### config.mk
export PLATFORM = sky130hd
export DESIGN_NAME = prd_splitter
export DESIGN_NICKNAME = d
export VERILOG_FILES = /design/src/rtl/prd_pkg.sv /design/src/rtl/prd_chunker.sv /design/src/rtl/prd_word_fmt.sv /design/src/rtl/prd_entry_ctr.sv /design/src/rtl/prd_splitter.sv
export SDC_FILE = /design/constraint.sdc
export NUM_CORES = 1
export LEC_CHECK = 0
export ABC_AREA = 1
export BUFFER_PORTS_ARGS = -buffer_cell sky130_fd_sc_hd__buf_2
export CORE_MARGIN = 2
export CORE_UTILIZATION = 30
export CTS_CLUSTER_SIZE = 24
export DETAILED_ROUTE_END_ITERATION = 8
export HOLD_SLACK_MARGIN = 0.1
export MAX_ROUTING_LAYER = met4
export PLACE_DENSITY_LB_ADDON = 0.1
export SLEW_MARGIN = 20
export SYNTH_ARGS = -nofsm -noshare
export SYNTH_HDL_FRONTEND = slang
export SYNTH_SLANG_ARGS = --single-unit
### constraint.sdc
create_clock -name clk -period 6.05 [get_ports clk]
set_input_delay 1.21 -clock clk [delete_from_list [all_inputs] [get_ports clk]]
set_output_delay 1.21 -clock clk [all_outputs]
set_load 0.05 [all_outputs]
### src/rtl/prd_pkg.sv
// Shared types for the descriptor splitter.
// Assumes: one table is built at a time; mode inputs are stable per table.
package prd_pkg;
    localparam int unsigned WORD_W = 32;
    localparam int unsigned SPAN_W = 17; // region length up to 0x10000

    typedef enum logic [2:0] {
        ST_TAKE = 3'd0,
        ST_ADDR = 3'd1,
        ST_CNT  = 3'd2,
        ST_FIX  = 3'd3,
        ST_DONE = 3'd4
    } split_state_e;
endpackage

### src/rtl/prd_chunker.sv
// Region length calculator: limits a region to the next 64 KiB boundary
// and applies the zero-count workaround by halving full 64 KiB regions.
// Assumes: LEN_W >= 17.
module prd_chunker #(
    parameter int unsigned LEN_W = 32
) (
    input  logic [15:0]          addr_lo,
    input  logic [LEN_W-1:0]     remain,
    input  logic                 split_en,
    input  logic                 alt_fmt,
    output logic [prd_pkg::SPAN_W-1:0] chunk,
    output logic                 final_o
);
    import prd_pkg::*;
    logic [SPAN_W-1:0] to_edge;
    logic [SPAN_W-1:0] raw;

    // Pick the shorter of boundary distance and bytes left, then split 64 KiB.
    always_comb begin
        to_edge = 17'h10000 - {1'b0, addr_lo};
        if (remain < LEN_W'(to_edge)) raw = remain[SPAN_W-1:0];
        else                          raw = to_edge;
        if (split_en && !alt_fmt && raw == 17'h10000) chunk = 17'h08000;
        else                                          chunk = raw;
        final_o = (remain == LEN_W'(chunk));
    end
endmodule

### src/rtl/prd_word_fmt.sv
// Count/flag word encoder for the normal and alternate formats.
// Assumes: alternate-format lengths are multiples of 4 bytes.
module prd_word_fmt (
    input  logic [prd_pkg::SPAN_W-1:0] chunk,
    input  logic                       alt_fmt,
    input  logic                       eot,
    output logic [prd_pkg::WORD_W-1:0] word
);
    logic [15:0] units;

    // Build the count word for the selected format.
    always_comb begin
        units = (chunk[15:0] >> 2) - 16'd1;
        if (alt_fmt) word = {units, 16'h0000};
        else         word = {eot, 15'b0, chunk[15:0]};
    end
endmodule

### src/rtl/prd_entry_ctr.sv
// Entry counter with a limit flag; cleared at the end of each table.
// Assumes: inc is never asserted while full.
module prd_entry_ctr #(
    parameter int unsigned MAX_ENTRIES = 256,
    localparam int unsigned CNT_W = $clog2(MAX_ENTRIES + 1)
) (
    input  logic             clk,
    input  logic             rst_n,
    input  logic             clr,
    input  logic             inc,
    output logic [CNT_W-1:0] count,
    output logic             full
);
    // Count written entries.
    always_ff @(posedge clk) begin
        if (!rst_n || clr) count <= '0;
        else if (inc)      count <= count + 1'b1;
    end

    // Flag that the table has no free slot.
    always_comb full = (count == CNT_W'(MAX_ENTRIES));
endmodule

### src/rtl/prd_splitter.sv
// Scatter segment to descriptor table splitter (top).
// Accepts segments, emits address/count word pairs one word per clock,
// enforces the entry limit and reports the outcome with a done pulse.
// Assumes: normal-format addresses 2-byte aligned, alternate 4-byte aligned.
module prd_splitter #(
    parameter int unsigned LEN_W       = 32,
    parameter int unsigned MAX_ENTRIES = 256,
    localparam int unsigned CNT_W = $clog2(MAX_ENTRIES + 1),
    localparam int unsigned IDX_W = $clog2(2 * MAX_ENTRIES)
) (
    input  logic             clk,
    input  logic             rst_n,
    input  logic             alt_fmt_i,
    input  logic             split_zero_i,
    input  logic             seg_valid_i,
    output logic             seg_ready_o,
    input  logic [31:0]      seg_addr_i,
    input  logic [LEN_W-1:0] seg_len_i,
    input  logic             seg_last_i,
    output logic             mem_we_o,
    output logic [IDX_W-1:0] mem_addr_o,
    output logic [31:0]      mem_data_o,
    output logic             done_o,
    output logic             ok_o,
    output logic [CNT_W-1:0] count_o
);
    import prd_pkg::*;

    split_state_e      state_q;
    logic [31:0]       cur_addr_q;
    logic [LEN_W-1:0]  remain_q;
    logic              last_q;
    logic              fail_q;
    logic [31:0]       prev_word_q;
    logic [SPAN_W-1:0] chunk;
    logic              chunk_final;
    logic [31:0]       cnt_word;
    logic [CNT_W-1:0]  count;
    logic              full;
    logic              seg_fire;
    logic [CNT_W-1:0]  count_m1;

    prd_chunker #(.LEN_W(LEN_W)) u_chunk (
        .addr_lo (cur_addr_q[15:0]),
        .remain  (remain_q),
        .split_en(split_zero_i),
        .alt_fmt (alt_fmt_i),
        .chunk   (chunk),
        .final_o (chunk_final)
    );

    prd_word_fmt u_fmt (
        .chunk  (chunk),
        .alt_fmt(alt_fmt_i),
        .eot    (last_q && chunk_final),
        .word   (cnt_word)
    );

    prd_entry_ctr #(.MAX_ENTRIES(MAX_ENTRIES)) u_ctr (
        .clk  (clk),
        .rst_n(rst_n),
        .clr  (state_q == ST_DONE),
        .inc  (state_q == ST_CNT),
        .count(count),
        .full (full)
    );

    // Handshake and index helpers.
    always_comb begin
        seg_ready_o = (state_q == ST_TAKE);
        seg_fire    = seg_ready_o && seg_valid_i;
        count_m1    = count - 1'b1;
    end

    // Memory write port and completion outputs.
    always_comb begin
        mem_we_o   = 1'b0;
        mem_addr_o = '0;
        mem_data_o = '0;
        case (state_q)
            ST_ADDR: if (!full) begin
                mem_we_o   = 1'b1;
                mem_addr_o = {count[IDX_W-2:0], 1'b0};
                mem_data_o = cur_addr_q;
            end
            ST_CNT: begin
                mem_we_o   = 1'b1;
                mem_addr_o = {count[IDX_W-2:0], 1'b1};
                mem_data_o = cnt_word;
            end
            ST_FIX: if (!alt_fmt_i) begin
                mem_we_o   = 1'b1;
                mem_addr_o = {count_m1[IDX_W-2:0], 1'b1};
                mem_data_o = prev_word_q | 32'h8000_0000;
            end
            default: ;
        endcase
        done_o  = (state_q == ST_DONE);
        ok_o    = done_o && !fail_q && (count != '0);
        count_o = ok_o ? count : '0;
    end

    // Sequencer: accept, emit address, emit count, fix-up, report.
    always_ff @(posedge clk) begin
        if (!rst_n) begin
            state_q     <= ST_TAKE;
            cur_addr_q  <= '0;
            remain_q    <= '0;
            last_q      <= 1'b0;
            fail_q      <= 1'b0;
            prev_word_q <= '0;
        end else begin
            case (state_q)
                ST_TAKE: if (seg_fire) begin
                    cur_addr_q <= seg_addr_i;
                    remain_q   <= seg_len_i;
                    last_q     <= seg_last_i;
                    if (fail_q) begin
                        if (seg_last_i) state_q <= ST_DONE;
                    end else if (seg_len_i == '0) begin
                        if (seg_last_i)
                            state_q <= (count != '0) ? ST_FIX : ST_DONE;
                    end else begin
                        state_q <= ST_ADDR;
                    end
                end
                ST_ADDR: begin
                    if (full) begin
                        fail_q  <= 1'b1;
                        state_q <= last_q ? ST_DONE : ST_TAKE;
                    end else begin
                        state_q <= ST_CNT;
                    end
                end
                ST_CNT: begin
                    prev_word_q <= cnt_word;
                    cur_addr_q  <= cur_addr_q + 32'(chunk);
                    remain_q    <= remain_q - LEN_W'(chunk);
                    if (chunk_final) state_q <= last_q ? ST_DONE : ST_TAKE;
                    else             state_q <= ST_ADDR;
                end
                ST_FIX:  state_q <= ST_DONE;
                ST_DONE: begin
                    fail_q  <= 1'b0;
                    state_q <= ST_TAKE;
                end
                default: state_q <= ST_TAKE;
            endcase
        end
    end
endmodule

* Word-level counts from Yosys, hierarchy flattened
Cells that the tools add are included.
Storage, ports and cells: register bits after elaboration 109
Cells by class: add/sub/neg operators 6, magnitude comparators 1, equal/unequal tests 11, multiplexer cells 29, reduce and logical (&&, ||, !) cells 19
Operator list (number):
- 32-bit 2-to-1 mux | 5
- 32-bit one-hot mux with 2 select lines | 2
- 32-bit one-hot mux with 3 select lines | 1
- 17-bit 2-to-1 mux | 2
- 32-bit by 17-bit adder with 32-bit output | 1
- 32-bit by 17-bit equality test with 1-bit output | 1
- 32-bit zero test | 1
- 32-bit by 17-bit < comparator with 1-bit output | 1
- 32-bit by 17-bit subtractor with 32-bit output | 1
- 3-bit 2-to-1 mux | 9
- 9-bit 2-to-1 mux | 3
- 9-bit one-hot mux with 3 select lines | 1
- 17-bit equality test, second input constant | 1
- 17-bit by 16-bit subtractor with 17-bit output, first input constant | 1
- 14-bit by 1-bit subtractor with 15-bit output, second input constant | 1
- 3-bit one-hot mux with 4 select lines | 1
- 9-bit by 1-bit adder with 9-bit output, second input constant | 1
- 9-bit equality test, second input constant | 1
- 9-bit nonzero test | 1
- 8-bit by 1-bit subtractor with 8-bit output, second input constant | 1
- 3-bit by 2-bit equality test with 1-bit output, second input constant | 2
- 1-bit logical AND | 6
- 3-bit != test, second input constant | 2
- 2-bit AND reduction | 3
- other kinds (12) | 17

* Depth between registers and ports, before layout
depth after elaboration 10, mapped depth 46, gate-level depth less buffers 44

* Cells and area by module
From an unflattened synthesis, not the netlist that was laid out.
Unflattened totals: cell total of the unflattened synthesis 1885, area, all modules 10799.1 um^2
By module, submodules not included:
- prd_splitter | times used 1, cells each 1435, area each 8331.7 um^2, sequential area each 2001.9 um^2
- prd_chunker | times used 1, cells each 269, area each 1446.4 um^2, sequential area each 0.0 um^2
- prd_word_fmt | times used 1, cells each 111, area each 549.3 um^2, sequential area each 0.0 um^2
- prd_entry_ctr | times used 1, cells each 70, area each 471.7 um^2, sequential area each 180.2 um^2

* Worst setup path before layout
Ideal clock, no wire load.
path kind register -> output, start point register cur_addr_q[1], end point output port mem_data_o[31], data arrival time 4.960 ns, data required time 4.840 ns, path slack -0.120 ns, stages on the path, launching flop included 39, path buffers 2, cells stage by stage dfxtp_1 inv_1 nand3_1 nor3_2 nand2_1 nor2_2 nand2_1 nor2_2 nand2_1 nor2_1 nand3_1 xor2_1 ha_1 nand2_1 inv_1 nand3_1 inv_1 a21oi_1 [3 not listed] buf_6 buf_6 o21a_1 nor2_1 nand3_1 nor2_1 nand3_2 nand2_2 inv_2 ha_1 nand2_1 nor2_1 nand2_1 nor4_1 nand3_1 nand2_1 a22oi_1 nand2_1
On the way: longest elaborated chain between the ends 10, elaborated cells between the ends (all ways) 11, classes of those cells add/sub: 2; order compare: 1; eq/ne: 2; mux: 4; reduce/logical: 2
RTL lines:
- from (decl) | RTL line prd_splitter.sv:30 | logic [31:0] cur_addr_q;
- from (signal assigned) | RTL line prd_splitter.sv:115 | cur_addr_q <= seg_addr_i;
- from (signal assigned) | RTL line prd_splitter.sv:137 | cur_addr_q <= cur_addr_q + 32'(chunk);
- 17-bit by 16-bit subtractor with 17-bit output (*) | RTL line prd_chunker.sv:20 | to_edge = 17'h10000 - {1'b0, addr_lo};
- 32-bit by 17-bit < comparator with 1-bit output | RTL line prd_chunker.sv:21 | if (remain < LEN_W'(to_edge)) raw = remain[SPAN_W-1:0];
- 17-bit 2-to-1 mux (*) | RTL line prd_chunker.sv:21
- 17-bit equality test | RTL line prd_chunker.sv:23 | if (split_en && !alt_fmt && raw == 17'h10000) chunk = 17'h08000;
- 1-bit logical AND | RTL line prd_chunker.sv:23
- 17-bit 2-to-1 mux (*) | RTL line prd_chunker.sv:23
- branches (longest 2 deep; another with 14-bit by 1-bit subtractor with 15-bit output)
- 32-bit 2-to-1 mux (*) | RTL line prd_word_fmt.sv:14 | if (alt_fmt) word = {units, 16'h0000};
- 32-bit one-hot mux with 3 select lines (*) | RTL line prd_splitter.sv:80 | case (state_q)
- to (decl) | RTL line prd_splitter.sv:22 | output logic [31:0] mem_data_o,
Mark *: on every way between the ends.

* Worst setup path in the final report
Ends and elaborated chain as after synthesis.

==> out/summary.txt <==
GR Layer Usage met2: 37.66%
Lkg Pwr: 5.473 nW
GRT Total Usage: 22.54%
routed vias: 10350
Yosys cell types: 54
# fillers: 3377
internal power: 2.159 mW
Mapped Area: 0.009214 sq mm
worst hold margin: 0.4682 ns
GP Congestion: 0.8587
CP Class: flip-flop to output pin
Die Area: 0.03213 sq mm
flops & latches, synth: 109
CTS Buffer Depth: 2
grt met1 use: 29.83%
Rows: 64
share of layout cells above drive strength 1: 24.68%
total CTS buffers: 9
Setup crit end kind: output pin
Critical-path top delay cell: dfxtp_2
shortest clock period the worst path allows after layout: 6.652 ns
f_max: 150.3 MHz
HP Class: flip-flop to flip-flop
Fin Setup TNS: -1.070 ns
Setup violations, final: 7
Post-DRT Antenna Nets: 0
Hold Fails Final Rpt: 0
dpl hpwl: 26.49 mm
setup ws final: -0.6024 ns
Peak VDD IR: 169.9 uV
Worst Setup Start Kind: flip-flop
area of the core: 0.03043 sq mm
Layout Nets: 1838
total power draw: 4.234 mW
Initial Util: 30.28%
Post-synth EDFFs: 0
CTS root buffer: clkbuf_16
Placed Area: 0.01081 sq mm
Seq pwr share: 20.7%
Cells after Synth: 1498
Synth area leaders: dfxtp_1 24%, nand2_1 18%, ha_1 7.2%
pre-CTS WS: -0.4681 ns
most frequent CP cell: nand2_2
Die Y: 179.3 um
NetSw: 2.076 mW
largest stage delay on the critical path: 0.33 ns
Die X: 179.3 um
PwrDens: 352.3 mW/mm^2
largest net degree at the start of global routing: 67
Final Cell Area: 0.01202 sq mm
Worst slew margin: 31.62%
ys async rst share: 0%
H-Tree Depth: 3
Final period util: 110.0%
DR iter-0 viols: 604
Yosys warnings: 0
placed cell count: 2053
Crit Path Max Fanout: 7
Clock transition at path regs: 0.09 ns
Gate power share: 64.1%
DR WL/cell: 16.61 um
met3 Track Usage GR: 2.290%
clk sinks: 109
# IOs: 124
Slew Viols, Final: 0
Synth Flop Type: dfxtp_1
vias in the first global route: 9866
outcome: finished with violations
Synth top cells by count: 444 x nand2_1, 173 x inv_1, 131 x a21oi_1, 113 x nor2_1, 109 x dfxtp_1
first-pass GRT wire length: 54.21 mm
Final Util: 39.50%
Antenna diodes: 0
syn nets: 1623
most area-hungry cell type in the Yosys netlist: dfxtp_1
Slew @ Worst Pin: 1.019 ns
Avg Cell Area, Syn: 6.151 sq um
CP Data Arrival Time: 5.44 ns
DR pass1 iterations: 5
Congestion Overflow GR: 0
synthesis-to-finish area growth: 30.45%
failing checks: setup timing
count leader, synth: nand2_1
clk_lat worst skew: 0.38 ns
clock power share: 15.3%
global route hottest layer: met2
sw frac: 49.01%
initial antenna violation count: 0
sequential-to-total area share from yosys stat: 23.68%
CTS tree: yes
number of remaining DRC errors: 0
via density per instance: 4.895
unrepaired setup endpoints after global routing: true
Final Non-Filler Cells: 2114
final wirelength: 35.10 mm
top cell type's share of synthesized area: 23.68%
setup skew after layout: 0.01387 ns
Crit path required time: 4.84 ns
PortBufs: 123
max cap viols: 0
sequential cells by signal, indices dropped and copies added, names as in the netlist:
register,count
u_ctr.count,9
state_q,3
cur_addr_q,32
fail_q,1
remain_q,32
prev_word_q,31
last_q,1
routing by layer:
layer  wire length (um)  vias to the layer above
met2              16590                      171
met5                  0                        -
li1                   -                     5357
met4                464                        0
met1              16970                     4795
met3               1079                       25
cell type report:
type | instances | area, sq um | area share (%)
Inverter | 183 | 693.2 | 5.767
Clock inverter | 7 | 76.32 | 0.6350
Tap cell | 396 | 495.5 | 4.122
Clock buffer | 9 | 225.2 | 1.874
Sequential cell | 109 | 2185 | 18.18
Timing Repair Buffer | 255 | 1709 | 14.22
Multi-Input combinational cell | 1155 | 6635 | 55.21
logic make-up after synthesis:
| logic type | share of synthesized area, % |
|---|---|
| buffers and inverters | 9.872 |
| xor gates and xnor gates | 4.658 |
| and+or+nand+nor | 35.02 |
| AOI/OAI and AO/OA | 19.13 |
| adders and majority gates | 7.632 |
| DFF | 23.68 |
worst max-delay path: cells and delay by family (launching register included):
kind | cells | cell delay [ns]
buffers and inverters | 8 | 0.83
and+or+nand+nor | 22 | 2.70
adders and majority gates | 2 | 0.46
AOI/OAI and AO/OA | 5 | 0.56
DFF | 1 | 0.33
xor gates and xnor gates | 1 | 0.16
power by group through the flow:
stage	Combinational [mW]	Clock (mW)	Sequential (mW)
after CTS	2.44	0.663	0.871
final	2.71	0.646	0.875
after global routing	3.00	0.689	0.886
after detailed placement	2.32	0	0.887
after global placement	2.32	0	0.887
after floorplan	1.52	0	0.868
cells in the final DEF (no fill, tap or decap), types with 13 or more instances in the layout:
cell type / instances
nor2_2: 13
buf_4: 136
nand3_1: 88
nand2_1: 413
inv_2: 18
xor2_1: 28
xnor2_1: 17
buf_2: 109
nor2_1: 100
a21oi_1: 122
o211ai_1: 34
ha_1: 49
nand2_2: 33
o21a_1: 15
a31oi_1: 15
dfxtp_1: 107
o21ai_0: 60
nand4_1: 17
nor3_1: 23
inv_1: 160
path summary, 6_finish.rpt:
path | start | endpoint | slack, ns | depth (start not counted)
hold reg to reg | prev_word_q[13] | prev_word_q[13] | 0.47 | 2
setup / recovery | cur_addr_q[1] | mem_data_o[31] | -0.60 | 38
setup reg to reg | cur_addr_q[1] | cur_addr_q[18] | 0.26 | 46
hold / removal | prev_word_q[13] | prev_word_q[13] | 0.47 | 2
repair_timing:
item | in CTS | in global routing
resized for setup | 39 | 112
pin swaps | 13 | 58
endpoints found under the setup margin | 16 | 49
endpoints found under the hold margin | 0 | 0
hold buffers | 0 | 0
buffers inserted | 28 | 21
cloned | 2 | 0
No activity file was read; power rests on OpenSTA's default activity.
